===== src/rtl/atomic_rmw_pkg.sv =====
package atomic_rmw_pkg;
  typedef enum logic [1:0] {
    OP_SWAP  = 2'b00,
    OP_SET   = 2'b01,
    OP_CLR   = 2'b10,
    OP_FLIP  = 2'b11
  } rmw_op_e;

  typedef enum logic [1:0] {
    ST_IDLE  = 2'd0,
    ST_READ  = 2'd1,
    ST_WRITE = 2'd2
  } rmw_state_e;
endpackage


===== src/rtl/rmw_region_decode.sv =====
module rmw_region_decode #(
  parameter int unsigned ADDR_W    = 16,
  parameter int unsigned RAM_BASE  = 'h2000,
  parameter int unsigned RAM_LIMIT = 'h3FFF
) (
  input  logic [ADDR_W-1:0] addr_i,
  output logic              in_ram_o
);
  localparam logic [ADDR_W-1:0] BASE_A  = ADDR_W'(RAM_BASE);
  localparam logic [ADDR_W-1:0] LIMIT_A = ADDR_W'(RAM_LIMIT);

  logic above_base;
  generate
    if (RAM_BASE == 0) begin : g_base_zero
      assign above_base = 1'b1;
    end else begin : g_base_cmp
      assign above_base = (addr_i >= BASE_A);
    end
  endgenerate

  assign in_ram_o = above_base && (addr_i <= LIMIT_A);
endmodule


===== src/rtl/rmw_alu.sv =====
module rmw_alu
  import atomic_rmw_pkg::*;
#(
  parameter int unsigned DATA_W = 8
) (
  input  rmw_op_e           op_i,
  input  logic              in_ram_i,
  input  logic [DATA_W-1:0] old_i,
  input  logic [DATA_W-1:0] operand_i,
  output logic [DATA_W-1:0] result_o
);
  always_comb begin
    result_o = operand_i;
    if (in_ram_i) begin
      unique case (op_i)
        OP_SET:  result_o = old_i | operand_i;
        OP_CLR:  result_o = old_i & ~operand_i;
        OP_FLIP: result_o = old_i ^ operand_i;
        default: result_o = operand_i;
      endcase
    end
  end
endmodule


===== src/rtl/rmw_seq.sv =====
module rmw_seq
  import atomic_rmw_pkg::*;
#(
  parameter int unsigned ADDR_W = 16,
  parameter int unsigned DATA_W = 8
) (
  input  logic              clk_i,
  input  logic              rst_ni,
  input  logic              start_i,
  input  rmw_op_e           op_i,
  input  logic [ADDR_W-1:0] addr_i,
  input  logic [DATA_W-1:0] val_i,
  output rmw_state_e        state_o,
  output rmw_op_e           op_q_o,
  output logic [ADDR_W-1:0] addr_q_o,
  output logic [DATA_W-1:0] val_q_o
);
  rmw_state_e state_q;

  always_ff @(posedge clk_i or negedge rst_ni) begin
    if (!rst_ni) begin
      state_q  <= ST_IDLE;
      op_q_o   <= OP_SWAP;
      addr_q_o <= '0;
      val_q_o  <= '0;
    end else begin
      unique case (state_q)
        ST_IDLE: if (start_i) begin
          state_q  <= ST_READ;
          op_q_o   <= op_i;
          addr_q_o <= addr_i;
          val_q_o  <= val_i;
        end
        ST_READ:  state_q <= ST_WRITE;
        default:  state_q <= ST_IDLE;
      endcase
    end
  end

  assign state_o = state_q;

  // Operands frozen while busy: a late strobe must not disturb them
  assert_busy_hold_R10: assert property (@(posedge clk_i) disable iff (!rst_ni)
    (state_q != ST_IDLE) |=> $stable(addr_q_o) && $stable(val_q_o) && $stable(op_q_o));
endmodule


===== src/rtl/atomic_rmw_unit.sv =====
module atomic_rmw_unit
  import atomic_rmw_pkg::*;
#(
  parameter int unsigned ADDR_W    = 16,
  parameter int unsigned DATA_W    = 8,
  parameter int unsigned RAM_BASE  = 'h2000,
  parameter int unsigned RAM_LIMIT = 'h3FFF
) (
  input  logic              clk_i,
  input  logic              rst_ni,
  input  logic              start_i,
  input  logic [1:0]        op_i,
  input  logic [ADDR_W-1:0] addr_i,
  input  logic [DATA_W-1:0] reg_val_i,
  output logic [DATA_W-1:0] reg_wdata_o,
  output logic              reg_we_o,
  output logic              done_o,
  output logic              lock_o,
  output logic [ADDR_W-1:0] mem_addr_o,
  output logic              mem_re_o,
  output logic              mem_we_o,
  output logic [DATA_W-1:0] mem_wdata_o,
  input  logic [DATA_W-1:0] mem_rdata_i
);
  rmw_state_e        state;
  rmw_op_e           op_q;
  logic [ADDR_W-1:0] addr_q;
  logic [DATA_W-1:0] val_q;
  logic              in_ram;
  logic [DATA_W-1:0] alu_res;
  logic              wr_cyc;

  rmw_seq #(.ADDR_W(ADDR_W), .DATA_W(DATA_W)) u_seq (
    .clk_i    (clk_i),
    .rst_ni   (rst_ni),
    .start_i  (start_i),
    .op_i     (rmw_op_e'(op_i)),
    .addr_i   (addr_i),
    .val_i    (reg_val_i),
    .state_o  (state),
    .op_q_o   (op_q),
    .addr_q_o (addr_q),
    .val_q_o  (val_q)
  );

  rmw_region_decode #(.ADDR_W(ADDR_W), .RAM_BASE(RAM_BASE), .RAM_LIMIT(RAM_LIMIT)) u_region (
    .addr_i   (addr_q),
    .in_ram_o (in_ram)
  );

  rmw_alu #(.DATA_W(DATA_W)) u_alu (
    .op_i      (op_q),
    .in_ram_i  (in_ram),
    .old_i     (mem_rdata_i),
    .operand_i (val_q),
    .result_o  (alu_res)
  );

  assign wr_cyc      = (state == ST_WRITE);
  assign mem_addr_o  = addr_q;
  assign mem_re_o    = (state == ST_READ);
  assign mem_we_o    = wr_cyc;
  assign mem_wdata_o = wr_cyc ? alu_res : '0;
  assign reg_we_o    = wr_cyc;
  assign reg_wdata_o = wr_cyc ? mem_rdata_i : '0;
  assign done_o      = wr_cyc;
  assign lock_o      = (state != ST_IDLE);

  assert_read_then_write_R11: assert property (@(posedge clk_i) disable iff (!rst_ni)
    mem_re_o |=> mem_we_o && $stable(mem_addr_o));
  assert_write_after_read_R2: assert property (@(posedge clk_i) disable iff (!rst_ni)
    mem_we_o |-> $past(mem_re_o));
  assert_done_with_reg_we_R2: assert property (@(posedge clk_i) disable iff (!rst_ni)
    done_o |-> reg_we_o && mem_we_o);
  assert_lock_covers_access_R9: assert property (@(posedge clk_i) disable iff (!rst_ni)
    (mem_re_o || mem_we_o) |-> lock_o);
  assert_single_access_R11: assert property (@(posedge clk_i) disable iff (!rst_ni)
    $onehot0({mem_re_o, mem_we_o}));
  assert_done_releases_R10: assert property (@(posedge clk_i) disable iff (!rst_ni)
    done_o |=> !lock_o && !mem_re_o);
  assert_io_swap_R8: assert property (@(posedge clk_i) disable iff (!rst_ni)
    (mem_we_o && !in_ram) |-> (mem_wdata_o == val_q));
endmodule


===== config.mk =====
export PLATFORM = sky130hd
export DESIGN_NAME = atomic_rmw_unit
export DESIGN_NICKNAME = d
export VERILOG_FILES = /design/src/rtl/atomic_rmw_pkg.sv /design/src/rtl/rmw_region_decode.sv /design/src/rtl/rmw_alu.sv /design/src/rtl/rmw_seq.sv /design/src/rtl/atomic_rmw_unit.sv
export SDC_FILE = /design/constraint.sdc
export NUM_CORES = 1
export LEC_CHECK = 0
export BUFFER_PORTS_ARGS = -buffer_cell sky130_fd_sc_hd__buf_2
export CAP_MARGIN = 30
export CORE_ASPECT_RATIO = 1.4
export CORE_MARGIN = 10
export CORE_UTILIZATION = 49
export CTS_BUF_LIST = sky130_fd_sc_hd__clkbuf_8
export CTS_CLUSTER_SIZE = 30
export DETAILED_ROUTE_END_ITERATION = 8
export PLACE_DENSITY = 0.93
export RECOVER_POWER = 25
export SLEW_MARGIN = 30
export SYNTH_ARGS = -nofsm -noshare
export SYNTH_HDL_FRONTEND = slang
export SYNTH_SLANG_ARGS = --single-unit
export TNS_END_PERCENT = 20

===== constraint.sdc =====
create_clock -name clk_i -period 2 [get_ports clk_i]
set_input_delay 0.3 -clock clk_i [delete_from_list [all_inputs] [get_ports clk_i]]
set_output_delay 0.3 -clock clk_i [all_outputs]
set_load 0.1 [all_outputs]

==> flow_summary.yaml <==
timing:
  rsz0062_at_grt: "true"
  timing.final.ws_setup_ns: -0.0307
  clock-skew-final_ns: 0.00459
  maxSlewViolCount: 0
  finalCriticalPeriod_ns: 2.03
  finalHoldViolations: 0
  setup_tns_ns: -0.0526
  setup_viol: 2
  period_share: 1.02
  tightest_slew_ns: 1.45
  maxSlewHeadroom: 0.0319
  fmax_ghz: 0.492
pwr:
  power.share.clock: 0.106
  p_int_w: 0.00146
  finalPower_w: 0.00323
  pwr-share-comb: 0.635
  ir_drop_uv: 1160
  p_seq_frac: 0.259
  leakagePower_nw: 1.25
  p_sw_w: 0.00178
  cellPowerDensity_mw_per_mm2: 1150
  switching_share: 0.550
finish:
  finish.net_count: 294
  syn_to_final_growth_pct: 62.0
  final_core_utilization: 0.828
  layout_common_cells: "buf_2, dfrtp_1, buf_12"
  layout-drive-gt1-share: 0.533
  final_common_cell: "buf_2"
floorplan:
  die_height_um: 90.5
  design.core.area_mm2: 0.00341
  die_width_um: 70.4
  die_area_mm2: 0.00637
  row_count: 25
  io_pins: 74
  start_util: 0.511
yosys:
  synth_area_mm2: 0.00174
  synthesis.nets: 217
  syn_area_per_cell_um2: 10.6
  yosysWarnings: 0
  synth_seq_cells: 28
  ys_seq_area_frac: 0.402
  ys_types: 22
  syn_inst: 164
detailed_routing:
  drc: 0
  first_iter_violations: 72
  viasPerCell: 5.27
  drtAntennaViolNets: 0
  dr_total_vias: 1482
  drt_first_pass_iters: 4
  routed_wl_mm: 4.83
  wl_per_cell_um: 17.2
global_routing:
  grt_pass1_vias: 1680
  grt_use_total: 0.145
  overflow: 0
  antenna_found_initial: 1
  grt_max_degree: 29
  grt_first_pass_wirelength_mm: 8.07
cts:
  cts_buffer_depth: 2
  cts_tree: "done"
  htreeDepth: 1
  cts-root-buf: "clkbuf_8"
  clk_latency_ns: 0.27
  clk_pin_slew_ns: 0.09
  cts.sinks: 28
  cts_buffers: 3
worst_setup_path:
  crit_path_start_kind: "flop"
  crit_type: "reg2out"
  cp.required_ns: 1.70
  critical_path_arrival_ns: 1.73
  critPathCaptureType: "primary output"
  endpoint: "mem_wdata_o[3]"
  worstReg2RegStart: "u_seq.state_o[0]"
  cp-startpoint: "u_seq.addr_q_o[14]"
  crit_fanout: 4
  r2r_end: "u_seq.addr_q_o[5]"
  r2r_cells: 4
  ff2ff_setup_slack_ns: 0.29
status:
  outcome: "finished, violations left"
  failed_checks: "negative setup slack"
worst_hold_path:
  holdCritPathClass: "in2reg"
placed_design:
  io_buffers: 73
  routabilityCongestion: 0.797
  hpwlAfterDp_mm: 3.60
job:
  drv.max_cap_violation_count: 0
routing by layer:
| metal | part of all wire | vias to the layer above | track usage |
|---|---|---|---|
| met5 | 0 | - | 0 |
| li1 | - | 688 | - |
| met2 | 0.55 | 51 | 0.267 |
| met1 | 0.35 | 735 | 0.149 |
| met3 | 0.078 | 8 | 0.0484 |
| met4 | 0.020 | 0 | 0.0363 |
power by group through the flow:
stage / registers [W] / logic [W] / clock network, W
floorplan: 0.00145 / 0.000818 / 0
global placement: 0.000832 / 0.00184 / 0
detailed placement: 0.000845 / 0.00188 / 0
CTS: 0.000837 / 0.00198 / 0.000349
global route: 0.000859 / 0.00214 / 0.000372
finish: 0.000839 / 0.00205 / 0.000341
through the flow:
stage | cells | area, um^2 | hold WS [ns] | worst slack, ns
final | 281 | 2820 | 0.237 | -0.0307
after global routing | 281 | 2820 | 0.238 | -0.0816
after CTS | 277 | 2730 | 0.0416 | -0.0468
after detailed placement | 270 | 2530 | 0.339 | 0.0514
after global placement | 270 | 2530 | 0.332 | 0.112
after floorplan | 164 | 1870 | 0.00441 | -0.393
repair_timing:
action | CTS | global route
cloned | 0 | 0
buffers inserted | 3 | 3
pin swaps | 3 | 3
resized for setup | 23 | 12
setup endpoints to repair | 10 | 10
hold buffers | 0 | 0
worst min path at each step:
stage | start | to | cells after the start
global placement | rst_ni | u_seq.addr_q_o[11] | 1
global route | addr_i[4] | u_seq.addr_q_o[4] | 2
floorplan | rst_ni | u_seq.addr_q_o[0] | 0
detailed placement | rst_ni | u_seq.addr_q_o[7] | 1
finish | op_i[1] | u_seq.op_q_o[1] | 2
CTS | rst_ni | u_seq.addr_q_o[11] | 1
cell usage after synthesis:
library cell,number,area share
a211oi_1,16,0.069
and2_1,8,0.029
buf_1,1,0.0022
buf_2,2,0.0057
buf_4,4,0.017
buf_6,2,0.013
clkbuf_1,2,0.0043
dfrtp_1,28,0.40
ha_1,16,0.11
inv_1,17,0.037
mux2_1,19,0.12
mux2_2,7,0.045
nand2_1,16,0.034
nand2b_1,1,0.0036
nand4bb_1,1,0.0065
nor2_1,1,0.0022
nor2_8,1,0.011
nor2b_1,11,0.040
nor3_1,8,0.023
o2111ai_2,1,0.0086
or2_2,1,0.0036
or2_4,1,0.0050
worst max-delay path: stages, from the launching register on:
cell and delay, ns:
dfrtp_4 0.51, nor2_4 0.13, o2111ai_4 0.15, buf_6 0.17, a211oi_4 0.28, buf_12 0.21
state kept, by name (all words and copies together) (netlist names):
signal / flops
u_seq.addr_q_o: 16
u_seq.state_o: 2
u_seq.op_q_o: 2
u_seq.val_q_o: 8
logic make-up after synthesis:
| group | share of synthesized area |
|---|---|
| simple gates | 0.158 |
| mux | 0.168 |
| compound gates | 0.0776 |
| flops | 0.402 |
| fa+ha+maj | 0.115 |
| buf+inv | 0.0790 |
area by class of cell:
cell class / instances / area [um^2]
Multi-Input combinational cell: 108 / 1180
Timing Repair Buffer: 83 / 756
Sequential cell: 28 / 713
Fill cell: 208 / 588
Inverter: 17 / 63.8
Clock buffer: 4 / 55.1
Tap cell: 40 / 50.0
Antenna cell: 1 / 2.50
No activity file was read; power rests on OpenSTA's default activity.
